### src/rtl/vpw_rx_pkg.sv
package vpw_rx_pkg;
  // Events passed from the symbol timing control to the datapath.
  typedef struct packed {
    logic bitValid;  // a data bit was decoded
    logic bitVal;    // its value
    logic sof;       // start-of-frame
    logic eod;       // end-of-data reached
    logic eof;       // end-of-frame gap reached
    logic symErr;    // invalid pulse width
  } symStrobe_t;
endpackage

### src/rtl/vpw_rx_ctrl.sv
module vpw_rx_ctrl
  import vpw_rx_pkg::*;
#(
  parameter int FILT_US   = 8,
  parameter int SHORT_MIN = 35,
  parameter int LONG_MIN  = 97,
  parameter int SOF_MIN   = 164,
  parameter int SOF_MAX   = 239,
  parameter int EOD_MIN   = 164,
  parameter int EOF_MIN   = 240
) (
  input  logic       clk,
  input  logic       rst_n,
  input  logic       tickUs,
  input  logic       rxLine,
  output symStrobe_t strobe
);
  localparam int FW    = $clog2(FILT_US);
  localparam int CNT_W = $clog2(EOF_MIN + 1) + 1;
  localparam logic [FW-1:0]    FILT_LAST = FW'(FILT_US - 1);
  localparam logic [CNT_W-1:0] CNT_MAX   = '1;
  localparam logic [CNT_W:0] SHORT_L = (CNT_W+1)'(SHORT_MIN);
  localparam logic [CNT_W:0] LONG_L  = (CNT_W+1)'(LONG_MIN);
  localparam logic [CNT_W:0] SOF_L   = (CNT_W+1)'(SOF_MIN);
  localparam logic [CNT_W:0] SOF_H   = (CNT_W+1)'(SOF_MAX);
  localparam logic [CNT_W:0] EOD_L   = (CNT_W+1)'(EOD_MIN);
  localparam logic [CNT_W:0] EOF_L   = (CNT_W+1)'(EOF_MIN);

  logic [1:0]       syncQ;
  logic             lineSync;
  logic             lineFilt;
  logic [FW-1:0]    filtCnt;
  logic [CNT_W-1:0] widthCnt;
  logic [CNT_W:0]   widthNow;
  logic             flipNow;
  symStrobe_t       strobeNext;

  always_ff @(posedge clk or negedge rst_n) begin
    if (!rst_n) syncQ <= '0;
    else        syncQ <= {syncQ[0], rxLine};
  end
  assign lineSync = syncQ[1];

  // Glitch filter: the line must differ for FILT_US ticks in a row.
  assign flipNow = tickUs && (lineSync != lineFilt) && (filtCnt == FILT_LAST);

  always_ff @(posedge clk or negedge rst_n) begin
    if (!rst_n) begin
      filtCnt  <= '0;
      lineFilt <= 1'b0;
    end else if (lineSync == lineFilt) begin
      filtCnt <= '0;
    end else if (tickUs) begin
      if (filtCnt == FILT_LAST) begin
        lineFilt <= lineSync;
        filtCnt  <= '0;
      end else begin
        filtCnt <= filtCnt + 1'b1;
      end
    end
  end

  // Width of the level in progress, in ticks, counting the current tick.
  assign widthNow = {1'b0, widthCnt} + 1'b1;

  always_ff @(posedge clk or negedge rst_n) begin
    if (!rst_n)                            widthCnt <= '0;
    else if (flipNow)                      widthCnt <= '0;
    else if (tickUs && widthCnt != CNT_MAX) widthCnt <= widthCnt + 1'b1;
  end

  always_comb begin
    strobeNext = '0;
    if (flipNow) begin
      if (lineFilt) begin
        if (widthNow < SHORT_L)     strobeNext.symErr = 1'b1;
        else if (widthNow < LONG_L) begin strobeNext.bitValid = 1'b1; strobeNext.bitVal = 1'b1; end
        else if (widthNow < SOF_L)  begin strobeNext.bitValid = 1'b1; strobeNext.bitVal = 1'b0; end
        else if (widthNow <= SOF_H) strobeNext.sof = 1'b1;
        else                        strobeNext.symErr = 1'b1;
      end else begin
        if (widthNow < SHORT_L)     strobeNext.symErr = 1'b1;
        else if (widthNow < LONG_L) begin strobeNext.bitValid = 1'b1; strobeNext.bitVal = 1'b0; end
        else if (widthNow < EOD_L)  begin strobeNext.bitValid = 1'b1; strobeNext.bitVal = 1'b1; end
      end
    end
    if (tickUs && !lineFilt) begin
      if (widthNow == EOD_L) strobeNext.eod = 1'b1;
      if (widthNow == EOF_L) strobeNext.eof = 1'b1;
    end
  end

  always_ff @(posedge clk or negedge rst_n) begin
    if (!rst_n) strobe <= '0;
    else        strobe <= strobeNext;
  end


  strobe_onehot_chk: assert property (@(posedge clk) disable iff (!rst_n)
    $onehot0({strobe.bitValid, strobe.sof, strobe.eod, strobe.eof, strobe.symErr}));


  filt_on_tick_chk: assert property (@(posedge clk) disable iff (!rst_n)
    (lineFilt != $past(lineFilt)) |-> $past(tickUs));


  sof_after_active_chk: assert property (@(posedge clk) disable iff (!rst_n)
    strobe.sof |-> (!lineFilt && $past(lineFilt)));
endmodule

### src/rtl/vpw_rx_dp.sv
module vpw_rx_dp
  import vpw_rx_pkg::*;
#(
  parameter int                DATA_W   = 8,
  parameter logic [DATA_W-1:0] CRC_INIT = 8'hFF,
  parameter logic [DATA_W-1:0] CRC_POLY = 8'h1D,
  parameter logic [DATA_W-1:0] CRC_GOOD = 8'hC4
) (
  input  logic              clk,
  input  logic              rst_n,
  input  symStrobe_t        strobe,
  input  logic              rdStrobe,
  output logic [DATA_W-1:0] rxData,
  output logic              rxValid,
  output logic              timErr,
  output logic              crcErr,
  output logic              frameErr,
  output logic              frameEnd
);
  localparam int BW = $clog2(DATA_W);
  localparam logic [BW-1:0] BIT_LAST = BW'(DATA_W - 1);

  logic              inFrame;
  logic [BW-1:0]     bitCnt;
  logic [DATA_W-1:0] shiftReg;
  logic [DATA_W-1:0] crcReg;
  logic [DATA_W-1:0] crcNext;
  logic [DATA_W-1:0] newByte;
  logic [DATA_W-1:0] bufReg;
  logic              bufFull;
  logic [DATA_W-1:0] rxReg;
  logic              rxFull;
  logic              byteDone;

  assign crcNext  = {crcReg[DATA_W-2:0], 1'b0}
                  ^ ((crcReg[DATA_W-1] ^ strobe.bitVal) ? CRC_POLY : '0);
  assign newByte  = {shiftReg[DATA_W-2:0], strobe.bitVal};
  assign byteDone = strobe.bitValid && inFrame && (bitCnt == BIT_LAST);

  // Frame sequencing, bit assembly, CRC and sticky flags.
  always_ff @(posedge clk or negedge rst_n) begin
    if (!rst_n) begin
      inFrame  <= 1'b0;
      bitCnt   <= '0;
      shiftReg <= '0;
      crcReg   <= CRC_INIT;
      timErr   <= 1'b0;
      crcErr   <= 1'b0;
      frameErr <= 1'b0;
    end else if (strobe.sof) begin
      inFrame  <= 1'b1;
      bitCnt   <= '0;
      crcReg   <= CRC_INIT;
      timErr   <= 1'b0;
      crcErr   <= 1'b0;
      frameErr <= 1'b0;
    end else if (strobe.symErr) begin
      timErr  <= 1'b1;
      inFrame <= 1'b0;
      bitCnt  <= '0;
    end else if (strobe.bitValid && inFrame) begin
      shiftReg <= newByte;
      crcReg   <= crcNext;
      bitCnt   <= byteDone ? '0 : bitCnt + 1'b1;
    end else if (strobe.eod && inFrame) begin
      inFrame <= 1'b0;
      bitCnt  <= '0;
      if (bitCnt != '0)            frameErr <= 1'b1;
      else if (crcReg != CRC_GOOD) crcErr   <= 1'b1;
    end
  end

  always_ff @(posedge clk or negedge rst_n) begin
    if (!rst_n) frameEnd <= 1'b0;
    else        frameEnd <= strobe.eof;
  end

  // Holding buffer feeding the receive register.
  always_ff @(posedge clk or negedge rst_n) begin
    if (!rst_n) begin
      bufReg  <= '0;
      bufFull <= 1'b0;
      rxReg   <= '0;
      rxFull  <= 1'b0;
    end else begin
      if (rdStrobe && rxFull) begin
        if (bufFull) begin
          rxReg   <= bufReg;
          bufFull <= 1'b0;
        end else begin
          rxFull <= 1'b0;
        end
      end else if (!rxFull && bufFull) begin
        rxReg   <= bufReg;
        rxFull  <= 1'b1;
        bufFull <= 1'b0;
      end
      if (byteDone) begin
        bufReg  <= newByte;
        bufFull <= 1'b1;
      end
    end
  end

  assign rxData  = rxReg;
  assign rxValid = rxFull;


  rx_fill_from_buf_chk: assert property (@(posedge clk) disable iff (!rst_n)
    $rose(rxFull) |-> $past(bufFull));


  read_drains_chk: assert property (@(posedge clk) disable iff (!rst_n)
    (rdStrobe && rxFull && !bufFull && !byteDone) |=> !rxFull);


  sof_clears_chk: assert property (@(posedge clk) disable iff (!rst_n)
    strobe.sof |=> (inFrame && !timErr && !crcErr && !frameErr && bitCnt == '0));


  partial_eod_chk: assert property (@(posedge clk) disable iff (!rst_n)
    (strobe.eod && inFrame && bitCnt != '0 && !strobe.sof) |=> (frameErr && !inFrame));
endmodule

### src/rtl/vpw_rx.sv
module vpw_rx
  import vpw_rx_pkg::*;
#(
  parameter int DATA_W    = 8,
  parameter int FILT_US   = 8,
  parameter int SHORT_MIN = 35,
  parameter int LONG_MIN  = 97,
  parameter int SOF_MIN   = 164,
  parameter int SOF_MAX   = 239,
  parameter int EOD_MIN   = 164,
  parameter int EOF_MIN   = 240
) (
  input  logic              clk,
  input  logic              rst_n,
  input  logic              tickUs,
  input  logic              rxLine,
  input  logic              rdStrobe,
  output logic [DATA_W-1:0] rxData,
  output logic              rxValid,
  output logic              symErrFlag,
  output logic              crcErrFlag,
  output logic              frameErrFlag,
  output logic              frameEnd
);
  symStrobe_t strobe;

  vpw_rx_ctrl #(
    .FILT_US(FILT_US), .SHORT_MIN(SHORT_MIN), .LONG_MIN(LONG_MIN),
    .SOF_MIN(SOF_MIN), .SOF_MAX(SOF_MAX), .EOD_MIN(EOD_MIN), .EOF_MIN(EOF_MIN)
  ) uCtrl (
    .clk(clk), .rst_n(rst_n), .tickUs(tickUs), .rxLine(rxLine), .strobe(strobe)
  );

  vpw_rx_dp #(
    .DATA_W(DATA_W)
  ) uDp (
    .clk(clk), .rst_n(rst_n), .strobe(strobe), .rdStrobe(rdStrobe),
    .rxData(rxData), .rxValid(rxValid), .timErr(symErrFlag),
    .crcErr(crcErrFlag), .frameErr(frameErrFlag), .frameEnd(frameEnd)
  );
endmodule

### config.mk
export PLATFORM = sky130hd
export DESIGN_NAME = vpw_rx
export DESIGN_NICKNAME = d
export VERILOG_FILES = /design/src/rtl/vpw_rx_pkg.sv /design/src/rtl/vpw_rx_ctrl.sv /design/src/rtl/vpw_rx_dp.sv /design/src/rtl/vpw_rx.sv
export SDC_FILE = /design/constraint.sdc
export NUM_CORES = 1
export LEC_CHECK = 0
export ABC_AREA = 1
export BUFFER_PORTS_ARGS = -buffer_cell sky130_fd_sc_hd__buf_2
export CORE_MARGIN = 1
export CORE_UTILIZATION = 53
export DETAILED_ROUTE_END_ITERATION = 10
export MAX_ROUTING_LAYER = met4
export PLACE_DENSITY_LB_ADDON = 0.1
export SYNTH_ARGS = -nofsm -noshare
export SYNTH_HDL_FRONTEND = slang
export SYNTH_SLANG_ARGS = --single-unit
### constraint.sdc
create_clock -name clk -period 2 [get_ports clk]
set_input_delay 0.1 -clock clk [delete_from_list [all_inputs] [get_ports clk]]
set_output_delay 0.1 -clock clk [all_outputs]
set_load 0.005 [all_outputs]
==> impl_results.md <==
* Clk pwr share at 0.381
* Largest stage delay, worst path at 390 ps
* Die ar. at 0.00569 mm2
* Critical Path RT at approximately 2200 ps
* Leak pwr at approximately 1.7 nW
* CTS tree: done
* Share of cells above drive strength 1 at 0.240
* Via count at 2055
* Dominant cell type by area after synthesis: dfrtp_1
* Peak Freq at 0.538 GHz
* Cell Area, Synth at 0.00286 mm2
* Routed len/inst at 11.9 um
* Clock sink total at 62
* Crit Path Category: flop to flop
* Switch share at 0.276
* DRT Wirelength at 4960 um
* Critical Path End Type: flop
* FP Rows at 26
* Largest net degree at the start of global routing at 37
* Crit-path max FO at 5
* Final setup fails at 0
* Post-synth EDFFs at 0
* Final cell count without fillers at ~420
* Port bufs at 17
* CP delay by family, top: simple AND/OR/NAND/NOR gates
* Core Box Area at 0.00514 mm2
* Status: complete, no violations
* Detail Route Antenna Nets at 0
* Syn Area/Cell at 9.34 um2
* Syn Nets at 320
* Slowest cell on the critical path: dfrtp_1
* Fin nets at 355
* Capturing point of the worst reg2reg path: uCtrl.strobe[5]
* Max-cap violations at 0
* # Post-CTS Setup Buffers at 0
* Hold_sp: rdStrobe
* CTS root buffer: clkbuf_8
* Cells after synthesis at just over 300
* Top FF cell, synth: dfrtp_1
* CP Launch Type: flop
* Post-DP HPWL at 3600 um
* Switch Pwr at a little under 0.9 mW
* Hold Violations, Final at 0
* Hold depth at 4
* ANT cells at 0
* Ys Warns at 0
* Dominant cells by area after synthesis: dfrtp_1, nand2_1, dfstp_2, inv_1, o21ai_0
* Worst VDD drop at roughly 530 uV
* Final Max Slew Viols at 0
* Total grt overflow at 0
* Clock Skews at 7.34 ps
* Reg clk slew, reported paths at 70 ps
* Cell variety after synth at 28
* Worst Max-Slew Pin Slew at about 610 ps
* Seq/Total Area, Yosys at 0.546
* DP Cell Count at 398
* Number of global-route vias before repair at 1965
* Min-Delay Path Class: input pin to flop
* Area Overhead vs Synth at 17.1%
* Worst Path Arrival at 2090 ps
* Pwr dens at approximately 940 mW/mm2
* Tcrit/Tclk final at 0.929
* Die width at 75.4 um
* Number of CTS-inserted buffers at 9
* Worst-path cell chain: ha_4 > nand2_4 > nor2_2 > nand3_2 > nor2_1 > ha_1 > inv_1 > nand2_2 > nor2_4 > nand3_1 > nand3_2 > inv_1
* Clk Latency, worst-skew pair at 340 ps
* Via-per-instance ratio at roughly 4.9
* P_int at 2.27 mW
* First-pass DRT Iterations at 4
* Cell with the most instances after synthesis: nand2_1
* Logic gate share of total power at 0.169
* Setup_tns at 0 ps
* Cells on worst reg2reg path at 12
* Worst Hold Path EP: uDp.rxValid
* Htree depth at 3
* Most frequent cells after synthesis: nand2_1, dfrtp_1, inv_1
* DRT iter0 DRCs at between 70 and 80
* Initial core utilization at 0.556
* Buf/Inv on CP at 2
* Final worst path period need at between 1500 and 2000 ps
* Final GP Congestion at between 0.8 and 0.9
* Seq cells post-synth at 62
* RSZ-0062 raised after global routing: no
* Rel. slew slack at 0.596
* Flop-to-flop setup slack at 140 ps
* Seq pwr share at 0.449
* Initial antenna violation count at 0
* Maximum clock insertion buffer count at 2
* Height of the die at 75.4 um
* Total track usage at 0.213
* Top-area cell type share of the netlist area at 0.473
* Async SR Flop Fraction at 1.00
* Reg2reg start: uCtrl.widthCnt[1]
* Global-route wire length before repair at between 8000 and 9000 um
* Ports at 18
* Drt drc at 0
==> per-layer routing <==
metal | share of wire | wire length, um | vias to the layer above | global-route usage
li1 | - | - | 1058 | -
met1 | 0.48 | 2360 | 965 | 0.257
met2 | 0.48 | 2400 | 27 | 0.341
met3 | 0.029 | 143 | 5 | 0.0635
met4 | 0.011 | 53 | 0 | 0.0741
met5 | 0 | 0 | - | -
==> cell type report <==
class	instances	area, um2
Clock buffer	12	145
Clock inverter	4	70.1
Tap cell	70	87.6
Multi-Input combinational cell	190	1110
Timing Repair Buffer	28	185
Sequential cell	62	1560
Fill cell	470	1790
Inverter	50	188
==> flip-flops by register name (all words and copies together), names as in the netlist <==
signal          count
uCtrl.widthCnt      9
uDp.crcErr          1
uDp.bitCnt          3
uDp.bufReg          8
uDp.rxData          8
uDp.rxValid         1
uDp.crcReg          8
uDp.timErr          1
uCtrl.syncQ         2
uDp.frameEnd        1
uCtrl.filtCnt       3
uCtrl.lineFilt      1
uDp.shiftReg        7
uCtrl.strobe        6
uDp.bufFull         1
uDp.inFrame         1
uDp.frameErr        1
==> per-stage QoR <==
| step | power [mW] | area (um2) | setup slack (ps) | utilization | hold WS, ps |
|---|---|---|---|---|---|
| finish | 3.14 | 3350 | 142 | 0.651 | 36.5 |
| global route | 3.32 | 3350 | 11.2 | 0.651 | 60.5 |
| CTS | 3.16 | 3320 | 28.1 | 0.646 | 17.6 |
| detailed placement | 1.95 | 3090 | 41.2 | 0.601 | 150 |
| global placement | 1.93 | 3090 | 120 | 0.601 | 150 |
| floorplan | 1.79 | 2860 | 2.54 | - | -196 |
==> worst max path at each step <==
stage                                 start         endpoint  slack (ps)  depth (start not counted)
final                     uCtrl.widthCnt[1]  uCtrl.strobe[5]         140                         12
after global routing      uCtrl.widthCnt[1]  uCtrl.strobe[5]          10                         12
after CTS                 uCtrl.widthCnt[0]  uCtrl.strobe[5]          30                         12
after detailed placement  uCtrl.widthCnt[0]  uCtrl.strobe[5]          40                         12
after global placement    uCtrl.widthCnt[0]  uCtrl.strobe[5]         120                         12
after floorplan           uCtrl.widthCnt[1]  uCtrl.strobe[5]           3                         12
==> power by group through the flow <==
stage               Combinational [mW]  Sequential [mW]  Clock (mW)
floorplan                        0.362             1.42           0
global route                     0.604             1.42        1.29
global placement                 0.511             1.42           0
CTS                              0.526             1.40        1.23
detailed placement               0.521             1.43           0
finish                           0.531             1.41        1.20
==> tightest hold or removal path, delay by kind of cell <==
kind                   cells  cell delay, ps
and+or+nand+nor            2             130
buffers and inverters      2             100
==> layout by cell type, fill, tap and decap left out, types with 6 or more instances in the layout <==
| cell type | netlist | routed |
|---|---|---|
| buf_2 | 1 | 17 |
| o22ai_1 | 8 | 8 |
| nand3_1 | 16 | 14 |
| nand2_1 | 62 | 61 |
| buf_4 | 0 | 8 |
| nand2_2 | 5 | 6 |
| ha_1 | 9 | 8 |
| nor2_1 | 15 | 15 |
| clkbuf_8 | 0 | 10 |
| nand4_1 | 6 | 6 |
| o21ai_0 | 28 | 28 |
| dfstp_2 | 8 | 8 |
| mux2_2 | 8 | 8 |
| inv_1 | 44 | 44 |
| inv_2 | 6 | 6 |
| dfrtp_1 | 54 | 54 |
==> timing repair <==
item                                    CTS  global route
endpoints found under the hold margin    27             0
gates resized for setup                   0             5
endpoints found under the setup margin    0             3
hold buffers                              2             0
==> logic make-up after synthesis <==
logic type | share of synthesized area
simple gates | 0.204
flops | 0.546
buf+inv | 0.0740
compound gates | 0.0893
fa+ha+maj | 0.0394
mux | 0.0315
xor+xnor | 0.0153
Power figures use the tool's default switching activity.
